[src/rtl/uart_rf_pkg.sv]
package uart_rf_pkg;

    localparam int ADDR_W    = 12;
    localparam int LINE_W    = 8;
    localparam int CTRL_W    = 16;
    localparam int BINT_W    = 16;
    localparam int BFRAC_W   = 6;
    localparam int LEVEL_W   = 6;
    localparam int DMA_W     = 3;
    localparam int LPDIV_W   = 8;

    localparam int LINE_BRK_BIT = 0;
    localparam int LINE_FEN_BIT = 4;
    localparam int CTRL_LB_BIT  = 7;

    localparam logic [LEVEL_W-1:0] LEVEL_RST = 6'h12;

    typedef enum logic [3:0] {
        RS_NONE, RS_DATA, RS_RSTAT, RS_FLAG, RS_LPDIV, RS_BINT, RS_BFRAC,
        RS_LINE, RS_CTRL, RS_LEVEL, RS_MASK, RS_RAW, RS_MSKD, RS_CLR, RS_DMA
    } reg_sel_e;

    // Identification signature, byte i at offset 0xFE0 + 4*i
    function automatic logic [7:0] id_byte(input logic [2:0] i);
        case (i)
            3'd0:    id_byte = 8'h11;
            3'd1:    id_byte = 8'h10;
            3'd2:    id_byte = 8'h14;
            3'd3:    id_byte = 8'h00;
            3'd4:    id_byte = 8'h0D;
            3'd5:    id_byte = 8'hF0;
            3'd6:    id_byte = 8'h05;
            default: id_byte = 8'hB1;
        endcase
    endfunction

endpackage

[src/rtl/uart_rf_decode.sv]
module uart_rf_decode
    import uart_rf_pkg::*;
(
    input  logic [ADDR_W-1:0] addr,
    output reg_sel_e          sel,
    output logic              id_hit,
    output logic [2:0]        id_idx
);
    localparam int WIDX_W = ADDR_W - 2;

    logic [WIDX_W-1:0] widx;
    assign widx   = addr[ADDR_W-1:2];
    assign id_hit = (addr[ADDR_W-1:5] == '1);
    assign id_idx = addr[4:2];

    always_comb begin
        case (widx)
            10'd0:   sel = RS_DATA;
            10'd1:   sel = RS_RSTAT;
            10'd6:   sel = RS_FLAG;
            10'd8:   sel = RS_LPDIV;
            10'd9:   sel = RS_BINT;
            10'd10:  sel = RS_BFRAC;
            10'd11:  sel = RS_LINE;
            10'd12:  sel = RS_CTRL;
            10'd13:  sel = RS_LEVEL;
            10'd14:  sel = RS_MASK;
            10'd15:  sel = RS_RAW;
            10'd16:  sel = RS_MSKD;
            10'd17:  sel = RS_CLR;
            10'd18:  sel = RS_DMA;
            default: sel = RS_NONE;
        endcase
    end

    logic unused_lsb;
    assign unused_lsb = ^addr[1:0];
endmodule

[src/rtl/uart_rf_idrom.sv]
module uart_rf_idrom
    import uart_rf_pkg::*;
(
    input  logic [2:0] idx,
    output logic [7:0] val
);
    assign val = id_byte(idx);
endmodule

[src/rtl/uart_rf_linewatch.sv]
module uart_rf_linewatch
    import uart_rf_pkg::*;
(
    input  logic              wr_line,
    input  logic [LINE_W-1:0] line_q,
    input  logic [LINE_W-1:0] line_new,
    input  logic              loopback,
    output logic              flush,
    output logic              brk_toggle,
    output logic              brk_push
);
    always_comb begin
        flush      = wr_line && (line_q[LINE_FEN_BIT] != line_new[LINE_FEN_BIT]);
        brk_toggle = wr_line && (line_q[LINE_BRK_BIT] != line_new[LINE_BRK_BIT]);
        brk_push   = brk_toggle && line_new[LINE_BRK_BIT] && loopback;
    end
endmodule

[src/rtl/uart_regfront.sv]
module uart_regfront
    import uart_rf_pkg::*;
#(
    parameter int DATA_W = 8,
    parameter int ERR_W  = 4,
    parameter int IRQ_W  = 11,
    parameter int BUS_W  = 32
) (
    input  logic                      clk,
    input  logic                      rst_n,
    input  logic                      psel,
    input  logic                      penable,
    input  logic                      pwrite,
    input  logic [ADDR_W-1:0]         paddr,
    input  logic [BUS_W-1:0]          pwdata,
    output logic [BUS_W-1:0]          prdata,
    input  logic [DATA_W+ERR_W-1:0]   rx_head,
    input  logic                      rx_empty,
    input  logic                      rx_full,
    input  logic                      tx_empty,
    input  logic                      tx_full,
    input  logic                      tx_busy,
    input  logic [IRQ_W-1:0]          ris,
    output logic                      rx_pop,
    output logic                      rx_push,
    output logic [DATA_W+ERR_W-1:0]   rx_push_word,
    output logic                      tx_push,
    output logic [DATA_W-1:0]         tx_byte,
    output logic                      fifo_flush,
    output logic                      break_toggle,
    output logic [LINE_W-1:0]         line_ctrl,
    output logic [CTRL_W-1:0]         uart_ctrl,
    output logic [BINT_W-1:0]         baud_int,
    output logic [BFRAC_W-1:0]        baud_frac,
    output logic [LEVEL_W-1:0]        fifo_lvl,
    output logic [IRQ_W-1:0]          irq_mask,
    output logic                      irq_clear,
    output logic [IRQ_W-1:0]          irq_clear_bits,
    output logic [DMA_W-1:0]          dma_ctrl,
    output logic [LPDIV_W-1:0]        lp_div
);
    localparam int WORD_W = DATA_W + ERR_W;
    localparam logic [WORD_W-1:0] BRK_WORD = WORD_W'(1) << (DATA_W + 2);

    typedef struct packed {
        logic [ERR_W-1:0]   rsr;
        logic [LPDIV_W-1:0] lpdiv;
        logic [BINT_W-1:0]  bint;
        logic [BFRAC_W-1:0] bfrac;
        logic [LINE_W-1:0]  line;
        logic [CTRL_W-1:0]  ctrl;
        logic [LEVEL_W-1:0] level;
        logic [IRQ_W-1:0]   mask;
        logic [DMA_W-1:0]   dma;
    } regs_t;

    regs_t    regs_d, regs_q;
    reg_sel_e sel;
    logic     id_hit;
    logic [2:0] id_idx;
    logic [7:0] id_val;
    logic     acc, wr, rd;
    logic     wr_line;
    logic     lb_on;
    logic     brk_push;
    logic [BUS_W-1:0] rdata;

    uart_rf_decode u_dec (
        .addr   (paddr),
        .sel    (sel),
        .id_hit (id_hit),
        .id_idx (id_idx)
    );

    uart_rf_idrom u_id (
        .idx (id_idx),
        .val (id_val)
    );

    assign acc     = psel && penable;
    assign wr      = acc && pwrite;
    assign rd      = acc && !pwrite;
    assign wr_line = wr && (sel == RS_LINE);
    assign lb_on   = regs_q.ctrl[CTRL_LB_BIT];

    uart_rf_linewatch u_lw (
        .wr_line    (wr_line),
        .line_q     (regs_q.line),
        .line_new   (pwdata[LINE_W-1:0]),
        .loopback   (lb_on),
        .flush      (fifo_flush),
        .brk_toggle (break_toggle),
        .brk_push   (brk_push)
    );

    // Next-state computation
    always_comb begin
        regs_d = regs_q;
        if (wr) begin
            case (sel)
                RS_RSTAT: regs_d.rsr   = '0;
                RS_LPDIV: regs_d.lpdiv = pwdata[LPDIV_W-1:0];
                RS_BINT:  regs_d.bint  = pwdata[BINT_W-1:0];
                RS_BFRAC: regs_d.bfrac = pwdata[BFRAC_W-1:0];
                RS_LINE:  regs_d.line  = pwdata[LINE_W-1:0];
                RS_CTRL:  regs_d.ctrl  = pwdata[CTRL_W-1:0];
                RS_LEVEL: regs_d.level = pwdata[LEVEL_W-1:0];
                RS_MASK:  regs_d.mask  = pwdata[IRQ_W-1:0];
                RS_DMA:   regs_d.dma   = pwdata[DMA_W-1:0];
                default:  ;
            endcase
        end
        if (rd && sel == RS_DATA)
            regs_d.rsr = rx_head[WORD_W-1 -: ERR_W];
    end

    always_ff @(posedge clk or negedge rst_n) begin
        if (!rst_n) begin
            regs_q       <= '0;
            regs_q.level <= LEVEL_RST;
        end else begin
            regs_q <= regs_d;
        end
    end

    // Read mux
    always_comb begin
        rdata = '0;
        if (id_hit) begin
            rdata = BUS_W'(id_val);
        end else begin
            case (sel)
                RS_DATA:  rdata = BUS_W'(rx_head);
                RS_RSTAT: rdata = BUS_W'(regs_q.rsr);
                RS_FLAG:  rdata = BUS_W'({tx_empty, rx_full, tx_full, rx_empty, tx_busy, 3'b000});
                RS_LPDIV: rdata = BUS_W'(regs_q.lpdiv);
                RS_BINT:  rdata = BUS_W'(regs_q.bint);
                RS_BFRAC: rdata = BUS_W'(regs_q.bfrac);
                RS_LINE:  rdata = BUS_W'(regs_q.line);
                RS_CTRL:  rdata = BUS_W'(regs_q.ctrl);
                RS_LEVEL: rdata = BUS_W'(regs_q.level);
                RS_MASK:  rdata = BUS_W'(regs_q.mask);
                RS_RAW:   rdata = BUS_W'(ris);
                RS_MSKD:  rdata = BUS_W'(ris & regs_q.mask);
                RS_DMA:   rdata = BUS_W'(regs_q.dma);
                default:  rdata = '0;
            endcase
        end
    end

    assign prdata = (psel && !pwrite) ? rdata : '0;

    // Strobes toward FIFOs and interrupt logic
    always_comb begin
        rx_pop         = rd && (sel == RS_DATA) && !rx_empty;
        tx_push        = wr && (sel == RS_DATA);
        tx_byte        = pwdata[DATA_W-1:0];
        rx_push        = (tx_push && lb_on) || brk_push;
        rx_push_word   = brk_push ? BRK_WORD : WORD_W'(pwdata[DATA_W-1:0]);
        irq_clear      = wr && (sel == RS_CLR);
        irq_clear_bits = pwdata[IRQ_W-1:0];
    end

    assign line_ctrl = regs_q.line;
    assign uart_ctrl = regs_q.ctrl;
    assign baud_int  = regs_q.bint;
    assign baud_frac = regs_q.bfrac;
    assign fifo_lvl  = regs_q.level;
    assign irq_mask  = regs_q.mask;
    assign dma_ctrl  = regs_q.dma;
    assign lp_div    = regs_q.lpdiv;

    logic unused_wdata;
    assign unused_wdata = ^pwdata;


    rsr_latch_chk: assert property (@(posedge clk) disable iff (!rst_n)
        rx_pop |=> regs_q.rsr == $past(rx_head[WORD_W-1 -: ERR_W]));


    flush_edge_chk: assert property (@(posedge clk) disable iff (!rst_n)
        fifo_flush |=> line_ctrl[LINE_FEN_BIT] != $past(line_ctrl[LINE_FEN_BIT]));


    brk_push_chk: assert property (@(posedge clk) disable iff (!rst_n)
        (rx_push && !tx_push) |=> (line_ctrl[LINE_BRK_BIT] && uart_ctrl[CTRL_LB_BIT]));


    tx_loop_chk: assert property (@(posedge clk) disable iff (!rst_n)
        (tx_push && uart_ctrl[CTRL_LB_BIT]) |-> (rx_push && rx_push_word[DATA_W-1:0] == tx_byte));


    no_setup_strobe_chk: assert property (@(posedge clk) disable iff (!rst_n)
        (psel && !penable) |-> !(rx_pop || rx_push || tx_push || fifo_flush || break_toggle || irq_clear));


    level_reset_chk: assert property (@(posedge clk) disable iff (!rst_n)
        $rose(rst_n) |-> fifo_lvl == LEVEL_RST);
endmodule

[config.mk]
export PLATFORM = sky130hd
export DESIGN_NAME = uart_regfront
export DESIGN_NICKNAME = d
export VERILOG_FILES = /design/src/rtl/uart_rf_pkg.sv /design/src/rtl/uart_rf_decode.sv /design/src/rtl/uart_rf_idrom.sv /design/src/rtl/uart_rf_linewatch.sv /design/src/rtl/uart_regfront.sv
export SDC_FILE = /design/constraint.sdc
export NUM_CORES = 1
export LEC_CHECK = 0
export ABC_AREA = 1
export ABC_CLOCK_PERIOD_IN_PS = 3020
export BUFFER_PORTS_ARGS = -buffer_cell sky130_fd_sc_hd__buf_2
export CAP_MARGIN = 15
export CORE_ASPECT_RATIO = 0.75
export CORE_MARGIN = 4
export CORE_UTILIZATION = 44
export CTS_CLUSTER_DIAMETER = 30
export DETAILED_ROUTE_END_ITERATION = 10
export PLACE_DENSITY = 0.83
export SLEW_MARGIN = 40
export SYNTH_ARGS = -nofsm -noshare
export SYNTH_HDL_FRONTEND = slang
export SYNTH_HIERARCHICAL = 1
export SYNTH_SLANG_ARGS = --single-unit
[constraint.sdc]
create_clock -name clk -period 3.02 [get_ports clk]
set_input_delay 0.604 -clock clk [delete_from_list [all_inputs] [get_ports clk]]
set_output_delay 0.604 -clock clk [all_outputs]
set_load 0.1 [all_outputs]
==> Yosys cells after proc, flatten, opt, wreduce, memory -nomap -nowiden <==
Memories as Yosys holds them, arrays and structs flattened.
Cells that the tools add are included.
{ "classes": {"n_eq_ne": 23, "bitwise": 1, "n_mux": 17, "n_reduce_logical": 30} }
{ "ops": {"columns": ["operator", "n"], "rows": [
  ["16-bit case mux with 13 select lines", 1],
  ["78-bit two-way mux", 1],
  ["8-bit case mux with 7 select lines", 1],
  ["16-bit two-way mux", 3],
  ["32-bit two-way mux", 1],
  ["4-bit == test (second input constant)", 7],
  ["11-bit two-way mux", 2],
  ["2-bit AND reduction", 9],
  ["4-bit by 3-bit == test with 1-bit output (second input constant)", 4],
  ["8-bit two-way mux", 2],
  ["1-bit logical AND", 14],
  ["4-bit two-way mux", 3],
  ["6-bit two-way mux", 2],
  ["11-bit bitwise AND", 1],
  ["3-bit == test (second input constant)", 3],
  ["4-bit by 2-bit == test with 1-bit output (second input constant)", 2],
  ["7-bit == test (second input constant)", 1],
  ["3-bit by 2-bit == test with 1-bit output (second input constant)", 2],
  ["5-bit logical NOT", 1],
  ["4-bit by 1-bit == test with 1-bit output (second input constant)", 1],
  ["2-bit nonzero test", 2],
  ["3-bit by 1-bit == test with 1-bit output (second input constant)", 1],
  ["3-bit logical NOT", 1],
  ["3-bit two-way mux", 1],
  ["other kinds (3)", 5]
]} }
{ "totals": {"out_inout_bits": 143, "n_memories": 1, "input_bits": 77, "word_cells": 81, "reg_bits": 78, "romBits": 128} }
{ "mem_list": {"columns": ["name", "depth", "word_bits", "read_ports", "rd_ports_with_merged_regs", "wr", "line_no", "rtl"], "rows": [
  ["(name not given)", 32, 4, 1, 0, 0, "uart_rf_decode.sv:17", "case (widx)"]
]} }

==> Logic depth before layout (Yosys ltp) <==
Gate-level depths: netlist (run 1).
{ "depth": {"depth_word": 8, "depth_mapped": 16, "ltp_nobuf": 16} }

==> Hierarchy <==
The synthesis (run 1) kept the hierarchy.
{ "by_module_without_submodules": {"columns": ["mod", "cells_each", "area_per_inst_um2", "n_inst"], "rows": [
  ["uart_regfront", 691, 4993.5, 1],
  ["uart_rf_decode", 43, 201.4, 1],
  ["uart_rf_idrom", 17, 77.6, 1],
  ["uart_rf_linewatch", 10, 37.5, 1]
]} }

==> Worst setup path after synthesis (run 1) <==
Ideal clock, no wire load.
{ "synth_timing": {"path_type": "input-to-output", "start": "input paddr[8]", "end": "output irq_clear", "arrival_ns": 3.496, "stages": 7, "slack_ns": -1.080, "path_buffers": 0, "required_time_ns": 2.416, "cell_sequence": "nor2_1 nand2_1 nor2_1 nand2_1 nor2_1 nand2_2 nor3_1"} }
{ "synth_between": {"elab_chain_cells": 4} }
{ "synth_rtl": {"columns": ["item", "line_no", "rtl"], "rows": [
  ["from (decl)", "uart_regfront.sv:14", "input logic [ADDR_W-1:0] paddr,"],
  ["5-bit logical NOT", "uart_rf_decode.sv:17", null],
  ["4-bit two-way mux", "uart_rf_decode.sv:17", null],
  ["net sel[0]", "uart_regfront.sv:58", "reg_sel_e sel;"],
  ["4-bit == test", "uart_regfront.sv:160", "irq_clear = wr && (sel == RS_CLR);"],
  ["1-bit logical AND", "uart_regfront.sv:160", null],
  ["to (decl)", "uart_regfront.sv:37", "output logic irq_clear,"]
]} }
The timed path passes the listed nets, and every way through them passes these cells.

==> Worst setup path in the final report (run 1) <==
{ "layout_timing": {"start": "input paddr[2]", "end": "output prdata[5]"} }
{ "layout_between": {"elab_chain_cells": 6, "elab_cells_between_ends": 26} }
{ "layout_rtl": {"columns": ["item", "line_no", "rtl"], "rows": [
  ["memory 32 x 4 bit *", null, null],
  ["4-bit two-way mux *", "uart_rf_decode.sv:17", null],
  ["net sel[1]", "uart_regfront.sv:58", null],
  ["4-bit == test, or another cell as far along", "uart_regfront.sv:132", "case (sel)"],
  ["16-bit case mux with 13 select lines *", "uart_regfront.sv:132", null],
  ["16-bit two-way mux *", "uart_regfront.sv:129", "if (id_hit) begin"],
  ["32-bit two-way mux *", "uart_regfront.sv:151", "assign prdata = (psel && !pwrite) ? rdata : '0;"],
  ["to (decl)", "uart_regfront.sv:16", "output logic [BUS_W-1:0] prdata,"]
]} }
Mark *: on every way through the listed nets, which the timed path passes. The rest lies on a longest branch.

==> metrics.yaml, run 1 <==
setup_path:
  path_common_cell: "nand2_1"
  endpoint: "prdata[5]"
  startpoint_type: "input port"
  reg2reg_to: "fifo_lvl[4]"
  path_cells: "buf_2, buf_4, nand3_1, nand3_2, a21oi_4, buf_6, nand2_8, buf_6, nor2_4, nand2_1, nand2_1, nor2_1, nand3_1, nand2_1, nand2_2, buf_12"
  critPathCaptureType: "output pin"
  r2r_start: "fifo_lvl[4]"
  rr_worst_depth: 2
  startpoint: "paddr[2]"
  path_max_fanout: 6
  worst-path-buf-inv: 5
  r2r_slack_ns: 2.26
  crit_cells: 16
  required_ns: 2.42
  critical-path-top-delay-family: "simple AND/OR/NAND/NOR gates"
  cpMaxStageDelayCell: "a21oi_4"
  critical-path-max-stage-delay_ns: 0.31
  arrival_ns: 2.55
  critPathKind: "input port to output pin"
grt:
  track_usage_pct: 24.7
  antenna_found_initial: 0
  grt_pass1_vias: 5019
  grt_overflow: 0
  grt_max_degree: 79
  grt_pass1_wl_mm: 26.6
yosys:
  synth_edf_count: 0
  yosysMostFrequentCell: "nand2_1"
  synth_warnings: 6
  synthCells: 761
  ys_ff_latch: 78
  synth_ff_type: "dfrtp_1"
  synth.largest_area_cell: "dfrtp_1"
  synth_top_area_share_pct: 35.8
  async_flop_share_pct: 100
  netlist_area_um2: 5310
  yosysSeqAreaShare_pct: 36.8
  synth_area_per_cell_um2: 6.98
  yosys-top-cells-count: "271 x nand2_1, 120 x buf_4, 76 x dfrtp_1"
  ys_top_cells_by_area: "dfrtp_1 36%, nand2_1 19%, buf_4 17%"
  ys_types: 26
sta:
  relSlewSlack_pct: 53.2
  final_min_period_over_clock_period_pct: 104
  worst_slack_ns: -0.134
  fmax_ghz: 0.317
  rsz0062_at_grt: "true"
  hold_violations: 0
  holdWs_ns: 0.292
  finClkSkew_ns: 0
  fin_crit_ns: 3.15
  setup_viol: 26
  tightest_slew_ns: 0.702
  drv_slew: 0
status:
  status: "finished, violations left"
  violations: "negative setup slack"
layout:
  fin_cells: 1068
  fillers: 1013
  diodes: 0
  fin_nets: 979
  multiInputGateArea_um2: 2710
  synthToLayoutAreaGrowth_pct: 39.5
  fin_area_um2: 7410
  regArea_um2: 1950
  layout-drive-gt1-share_pct: 41.6
clock_tree:
  clk_latency_ns: 0.33
  cts_root_buffer: "clkbuf_16"
  path_clk_slew_ns: 0.06
  htreeDepth: 3
  clk_path_buf_depth: 2
  cts_hold_buffers: 0
  cts.sinks: 78
  cts_tree: "yes"
  cts_buffers: 9
detailed_routing:
  dr.pass1.iters: 5
  wl_mm: 17.7
  drc: 0
  drtIter0Drc: 503
  vias: 5382
  postRouteAntennaNets: 0
  avgViaCountPerCell: 5.04
  wl_per_cell_um: 16.6
place:
  place_area_um2: 6500
  globalplace.congestion: 0.956
  place_inst: 1037
  preCtsSetupSlack_ns: -0.286
  io_buffer_count: 182
  dp.final_hpwl_mm: 13.0
pwr:
  design_power_total_mw: 2.85
  powerDensity_nw_per_um2: 385
  power_leakage_nw: 3.91
  irDropWorstVdd_v: 0.000260
die:
  num_rows: 34
  placeableCoreArea_um2: 11700
  die_w_um: 135
  die_h_um: 103
  io_pins: 220
  dieArea_um2: 13900
  start_util_pct: 45.4
job:
  max-cap-violations: 0
worst_hold_path:
  worstHoldPathType: "input port to asynchronous set/reset pin"
kinds of logic after synthesis:
kind of cell | synth area share [%]
AND/OR/NAND/NOR | 29.9
AO/OA/AOI/OAI | 10.7
other | 0.141
buffers and inverters | 22.4
flip-flops | 36.8
registers in the layout, indices dropped and copies added, names as in the netlist:
signal     count
line_ctrl      8
uart_ctrl     16
irq_mask      11
baud_int      16
fifo_lvl       6
regs_q         4
lp_div         8
baud_frac      6
dma_ctrl       3
worst min-delay path by stage:
stage	startpoint	endpoint	slack, ns
detailed placement	fifo_lvl[1]	fifo_lvl[1]	0.49
finish	rst_n	baud_int[8]	0.29
global route	rst_n	baud_int[15]	0.36
floorplan	rst_n	baud_frac[0]	0.31
CTS	rst_n	baud_int[3]	0.34
global placement	fifo_lvl[1]	fifo_lvl[1]	0.48
per-layer routing:
metal | up-vias | GRT usage [%] | routed length, um
met2 | 264 | 38.2 | 8030
li1 | 2529 | - | -
met5 | - | 0 | 0
met3 | 34 | 6.44 | 1810
met4 | 0 | 7.75 | 372
met1 | 2555 | 34.2 | 7530
through the flow:
stage                     utilization (%)  setup TNS, ns
after floorplan                         -         -0.979
after global placement               55.5          -3.97
after detailed placement             55.6          -4.72
after CTS                            61.6         -0.662
after global routing                 63.3          -4.49
final                                63.3          -1.96
what timing repair did:
item                                    in CTS  in global routing
endpoints found under the setup margin      28                 29
pin swaps                                   41                 14
endpoints found under the hold margin        0                  0
gates resized for setup                     79                 47
buffers inserted                            11                  7
report_power, final:
group / total (mW) / internal [mW] / switching, mW / leakage [nW]
sequential: 1.07 / 1.06 / 0.0135 / 1.08
combinational: 0.598 / 0.113 / 0.485 / 2.68
clock: 1.18 / 0.743 / 0.433 / 0.151
total: 2.85 / 1.92 / 0.932 / 3.91
placed cells by master, fill, tap and decap left out, types with 11 or more instances in the layout:
cell type / instances
inv_1: 48
nand3_1: 23
nor2_2: 11
buf_12: 35
dfrtp_1: 76
nand2_1: 245
buf_2: 146
o21ai_0: 71
conb_1: 20
buf_6: 18
nand2_2: 24
buf_4: 45
nor2_1: 31
nor2_4: 30
layout make-up:
class	instances	area share, %
clock buffers	10	3.23
repair buffers	245	26.8
inverters	59	3.19
multi-input cells	509	36.5
well taps	162	2.74
clock inverters	5	1.13
flip-flops and latches	78	26.4
No activity file was read; power rests on OpenSTA's default activity.
==> run 2: changes to the inputs <==
- GPL_TIMING_DRIVEN: not set -> 0
==> run 2 against run 1 <==
Sequential share of layout area decreased by 2.6 points. Register-to-register slack lost 0.02 ns. The flow still finishes with violations (negative setup slack). Via count grew 9.6%. Design area is 11% higher. Largest cell class unchanged. Critical path depth grew 2. Critical endpoint is now prdata[2]. Sequential power is essentially flat.
==> metrics.yaml, run 2 (synthesized netlist as in run 1, its figures left out) <==
sta:
  tightest_slew_ns: 0.550  # -0.152 ns
  fin_crit_ns: 3.14  # -0.0106 ns
  rsz0062_at_grt: "true"
  final_min_period_over_clock_period_pct: 104  # -0.35 points
  setup_viol: 24  # -7.7%
  drv_slew: 0  # unchanged
  worst_slack_ns: -0.123  # +0.0106 ns
  finClkSkew_ns: 0  # unchanged
  relSlewSlack_pct: 63.4  # +10 points
  hold_violations: 0  # unchanged
  fmax_ghz: 0.318  # +0.34%
die:
  start_util_pct: 45.4  # unchanged
  num_rows: 34  # unchanged
  placeableCoreArea_um2: 11700  # unchanged
  die_h_um: 103  # unchanged
  die_w_um: 135  # unchanged
  dieArea_um2: 13900  # unchanged
  io_pins: 220  # unchanged
setup_path:
  arrival_ns: 2.54  # about the same
  startpoint_type: "input port"
  rr_worst_depth: 2  # unchanged
  reg2reg_to: "line_ctrl[3]"
  startpoint: "paddr[4]"
  required_ns: 2.42  # about the same
  endpoint: "prdata[2]"
  path_max_fanout: 5  # -1
  r2r_slack_ns: 2.24  # -0.02 ns
  critPathKind: "input port to output pin"
  r2r_start: "line_ctrl[3]"
  critPathCaptureType: "output pin"
layout:
  fillers: 906  # -11%
  utilization_pct: 70.3  # +6.9 points
  synthToLayoutAreaGrowth_pct: 54.8
  fin_nets: 1086  # +11%
  fin_cells: 1176  # +10%
  diodes: 0  # unchanged
  layout_common_cells: "222 x nand2_1, 156 x buf_2, 141 x buf_4"
  fin_area_um2: 8220  # +11%
  final_common_cell: "nand2_1"
  layout-drive-gt1-share_pct: 50.7  # +9.1 points
detailed_routing:
  wl_mm: 19.4  # +9.1%
  avgViaCountPerCell: 5.02  # -0.44%
  drtIter0Drc: 523  # +4.0%
  postRouteAntennaNets: 0  # unchanged
  dr.pass1.iters: 5  # unchanged
  drc: 0  # unchanged
  vias: 5900  # +9.6%
  wl_per_cell_um: 16.5  # -0.93%
clock_tree:
  cts.sinks: 78  # unchanged
  cts_tree: "yes"
  htreeDepth: 3  # unchanged
  path_clk_slew_ns: 0.06  # about the same
  clk_latency_ns: 0.34  # about the same
  clk_path_buf_depth: 2  # unchanged
  cts_root_buffer: "clkbuf_16"
  cts_hold_buffers: 0  # unchanged
  cts_buffers: 9  # unchanged
status:
  status: "finished, violations left"
  violations: "negative setup slack"
place:
  place_area_um2: 6750  # +3.9%
  place_inst: 1124  # +8.4%
  globalplace.congestion: 0.976  # +2.2%
  dp.final_hpwl_mm: 13.4  # +3.0%
  io_buffer_count: 182  # unchanged
  preCtsSetupSlack_ns: -0.718  # -0.432 ns
job:
  max-cap-violations: 0  # unchanged
pwr:
  irDropWorstVdd_v: 0.000259  # -0.57%
  powerDensity_nw_per_um2: 344  # -10%
  power_leakage_nw: 4.51  # +15%
grt:
  grt_overflow: 0  # unchanged
  grt_max_degree: 54  # -32%
  grt_pass1_wl_mm: 29.0  # +8.7%
  grt_pass1_vias: 5623  # +12%
  antenna_found_initial: 1  # +1
  track_usage_pct: 26.6  # +1.9 points
worst_hold_path:
  worstHoldPathType: "input port to asynchronous set/reset pin"
run 2: cell count changes in the layout (fill, tap and decap cells not counted), moves of 4 or more:
cell / before / now
buf_8: 1 / 5
nor2_2: 11 / 16
nor2_1: 31 / 24
nand2_2: 24 / 42
buf_4: 45 / 141
o21ai_0: 71 / 66
nand2_1: 245 / 222
buf_12: 35 / 30
buf_2: 146 / 156
nand2_4: 7 / 14
run 2: stage by stage:
step / hold WS, ns / power [mW] / setup TNS (ns)
after floorplan: 0.308 / 1.57 / -0.979
final: 0.122 / 2.83 / -1.62
after CTS: 0.130 / 2.81 / -0.306
after global routing: 0.139 / 2.91 / -4.25
after detailed placement: 0.486 / 1.70 / -12.75
after global placement: 0.486 / 1.69 / -12.26
run 2: routing by layer:
metal / routed length [um] / global-route usage [%] / vias up
met5: 20 / 0 / -
met1: 7920 / 36.7 / 2774
met3: 1990 / 6.73 / 40
met4: 463 / 7.12 / 2
met2: 8960 / 42.0 / 335
li1: - / - / 2749
run 2: where the power goes:
| part | internal [mW] | leakage (nW) | switching, mW |
|---|---|---|---|
| combinational | 0.159 | 3.29 | 0.496 |
| sequential | 1.06 | 1.08 | 0.0152 |
| clock | 0.663 | 0.142 | 0.436 |
run 2: critical path: stages:
cell	delay, ns
buf_8	0.11
nor2_4	0.15
o21ai_2	0.08
nand2_2	0.08
nand2_4	0.07
nor2_4	0.23
buf_4	0.17
buf_6	0.09
nor2_4	0.04
nand2_4	0.10
inv_2	0.06
nand2_1	0.10
nand2_1	0.07
nor2_2	0.13
nand3_2	0.12
nand2_2	0.09
nand2_2	0.07
buf_12	0.17
run 2: what timing repair did:
action / 4_1_cts / 5_1_grt
pin swaps: 47 / 65
resized for setup: 137 / 112
setup endpoints to repair: 30 / 29
endpoints found under the hold margin: 0 / 0
cloned: 1 / 0
buffers inserted: 27 / 9
run 2: worst min path at each step:
stage,start,end,slack (ns),cells after the start
floorplan,rst_n,baud_frac[0],0.31,0
global placement,fifo_lvl[1],fifo_lvl[1],0.49,2
detailed placement,rst_n,baud_int[8],0.49,1
CTS,rst_n,baud_int[8],0.13,1
global route,rst_n,baud_int[8],0.14,1
finish,rst_n,baud_int[8],0.12,1
run 2: layout make-up:
cell class / count / area (um^2) / area share (%)
Buffer: 132 / 982 / 12.0
Sequential cell: 78 / 1950 / 23.8
Tap cell: 162 / 203 / 2.47
Clock buffer: 11 / 243 / 2.95
Clock inverter: 5 / 58.8 / 0.715
Inverter: 59 / 241 / 2.94
Timing Repair Buffer: 220 / 1760 / 21.4
Multi-Input combinational cell: 509 / 2780 / 33.8
==> run 3: changes to the inputs <==
- PLACE_DENSITY: 0.83 -> 0.77
==> run 3 against run 2 <==
The run still ends with negative setup slack left. Final cell count is 0.26% higher. Critical path type unchanged. Non-clock buffer count rose by 2. Power grew 1.6%. Die area unchanged. Register-to-register slack worse by 0.03 ns. Critical endpoint is now prdata[5]. Global-route usage decreased by 0.058 points. Combinational power is 2% lower. First-iteration DRC count is 20% lower. Setup slack better by 0.018 ns. Sequential power barely moved. Utilization shrank 0.18 points. Clock power rose by 5%.
==> metrics.yaml, run 3 (synthesized netlist as in run 1, its figures left out) <==
status:
  status: "finished, violations left"
  violations: "negative setup slack"
setup_path:
  worst-path-buf-inv: 4  # -1
  required_ns: 2.42  # about the same
  rr_worst_depth: 2  # unchanged
  path_cells: "buf_8, nor2_4, o21ai_1, nand2_1, nand2_4, nor2_4, buf_6, nand2_8, nor2_4, buf_12, nand3_2, nand2_1, nor2_2, nand3_2, nand2_2, nand2_2, buf_12"
  path_max_fanout: 6  # +1
  critPathCaptureType: "output pin"
  r2r_start: "irq_mask[2]"
  cpMaxStageDelayCell: "nor2_4"
  reg2reg_to: "irq_mask[2]"
  path_common_cell: "nor2_4"
  critPathKind: "input port to output pin"
  r2r_slack_ns: 2.21  # -0.03 ns
  startpoint_type: "input port"
  critical-path-max-stage-delay_ns: 0.21  # -0.02 ns
  critical-path-top-delay-family: "simple AND/OR/NAND/NOR gates"
  arrival_ns: 2.52  # -0.02 ns
grt:
  antenna_found_initial: 1  # unchanged
  grt_pass1_wl_mm: 28.6  # -1.3%
  grt_pass1_vias: 5455  # -3.0%
  track_usage_pct: 26.5  # -0.058 points
  grt_max_degree: 47  # -13%
  grt_overflow: 0  # unchanged
clock_tree:
  cts_tree: "yes"
  clk_latency_ns: 0.33  # about the same
  cts_buffers: 9  # unchanged
  cts.sinks: 78  # unchanged
  path_clk_slew_ns: 0.06  # about the same
  htreeDepth: 3  # unchanged
  clk_path_buf_depth: 2  # unchanged
  cts_hold_buffers: 0  # unchanged
  cts_root_buffer: "clkbuf_16"
sta:
  rsz0062_at_grt: "true"
  hold_violations: 0  # unchanged
  finClkSkew_ns: 0  # unchanged
  drv_slew: 0  # unchanged
  final_min_period_over_clock_period_pct: 103  # -0.60 points
  tightest_slew_ns: 0.558  # +0.00879 ns
  relSlewSlack_pct: 62.8  # -0.59 points
  fmax_ghz: 0.320  # +0.58%
  fin_crit_ns: 3.13  # -0.0181 ns
  worst_slack_ns: -0.105  # +0.0181 ns
  setup_viol: 20  # -17%
detailed_routing:
  wl_per_cell_um: 16.2  # -1.6%
  vias: 5764  # -2.3%
  drc: 0  # unchanged
  avgViaCountPerCell: 4.89  # -2.6%
  wl_mm: 19.1  # -1.3%
  postRouteAntennaNets: 0  # unchanged
  drtIter0Drc: 417  # -20%
  dr.pass1.iters: 5  # unchanged
die:
  num_rows: 34  # unchanged
  die_h_um: 103  # unchanged
  die_w_um: 135  # unchanged
  placeableCoreArea_um2: 11700  # unchanged
  start_util_pct: 45.4  # unchanged
  dieArea_um2: 13900  # unchanged
  io_pins: 220  # unchanged
job:
  max-cap-violations: 0  # unchanged
layout:
  layout-drive-gt1-share_pct: 48.8  # -1.9 points
  synthToLayoutAreaGrowth_pct: 54.4
  final_common_cell: "nand2_1"
  layout_common_cells: "236 x nand2_1, 153 x buf_2, 145 x buf_4"
  fin_area_um2: 8200  # -0.26%
  fin_nets: 1088  # +0.18%
place:
  globalplace.congestion: 0.924  # -5.4%
  dp.final_hpwl_mm: 13.3  # -1.1%
  place_area_um2: 6750  # -0.11%
  io_buffer_count: 182  # unchanged
pwr:
  powerDensity_nw_per_um2: 350  # +1.8%
  irDropWorstVdd_v: 0.000317  # +22%
  power_leakage_nw: 4.50  # -0.32%
  design_power_total_mw: 2.87  # +1.6%
worst_hold_path:
  worstHoldPathType: "input port to asynchronous set/reset pin"
==> run 3: final cells by class <==
| cell class | instances | area [um^2] |
|---|---|---|
| repair buffers | 222 | 1760 |
| diodes | 1 | 2.50 |
| multi-input cells | 509 | 2750 |
| clock buffers | 9 | 225 |
| inverters | 59 | 239 |
| plain buffers | 132 | 978 |
| fillers | 937 | 3500 |
| clock inverters | 7 | 88.8 |
| well taps | 162 | 203 |
| flip-flops and latches | 78 | 1950 |
==> run 3: how the worst max path moves through the flow <==
stage	start	to	slack, ns	cells after the start
floorplan	paddr[8]	prdata[12]	-0.20	11
global placement	paddr[8]	rx_push	-0.75	16
detailed placement	paddr[8]	rx_push	-0.73	16
CTS	paddr[5]	prdata[4]	-0.05	17
global route	paddr[4]	prdata[5]	-0.20	17
finish	paddr[4]	prdata[5]	-0.11	17
==> run 3: power breakdown <==
group / internal, mW / total (mW) / leakage, nW / switching [mW]
registers: 1.06 / 1.07 / 1.08 / 0.0140
clock network: 0.719 / 1.15 / 0.159 / 0.435
logic: 0.154 / 0.645 / 3.26 / 0.491
total: 1.93 / 2.87 / 4.50 / 0.940
==> run 3: stage by stage <==
stage | util [%] | TNS (ns) | std cells | hold WS, ns | setup slack (ns)
floorplan | - | -0.979 | 779 | 0.308 | -0.204
global placement | 57.4 | -13.17 | 1123 | 0.492 | -0.749
detailed placement | 57.7 | -13.29 | 1124 | 0.498 | -0.732
CTS | 66.6 | -0.422 | 1165 | 0.213 | -0.0549
finish | 70.1 | -1.18 | 1179 | 0.196 | -0.105
global route | 70.1 | -3.42 | 1179 | 0.224 | -0.203
==> run 3: routing by layer <==
layer / wire (um) / part of all wire (%) / global-route usage (%) / vias up
met5: 0 / 0 / 0 / -
met2: 8910 / 47 / 42.5 / 300
met4: 307 / 1.6 / 6.26 / 0
met1: 7950 / 42 / 36.5 / 2693
met3: 1930 / 10 / 6.83 / 23
li1: - / - / - / 2748
==> run 3: timing repair <==
action,in CTS,in global routing
buffers inserted,25,12
endpoints found under the setup margin,30,29
gates cloned,1,1
pin swaps,34,44
resized for setup,136,85
==> run 3: worst reg2reg max path: cells and delay by family (launching register included) <==
kind / cells / cell delay, ns
DFF: 1 / 0.44
and+or+nand+nor: 1 / 0.13
AOI/OAI and AO/OA: 1 / 0.10
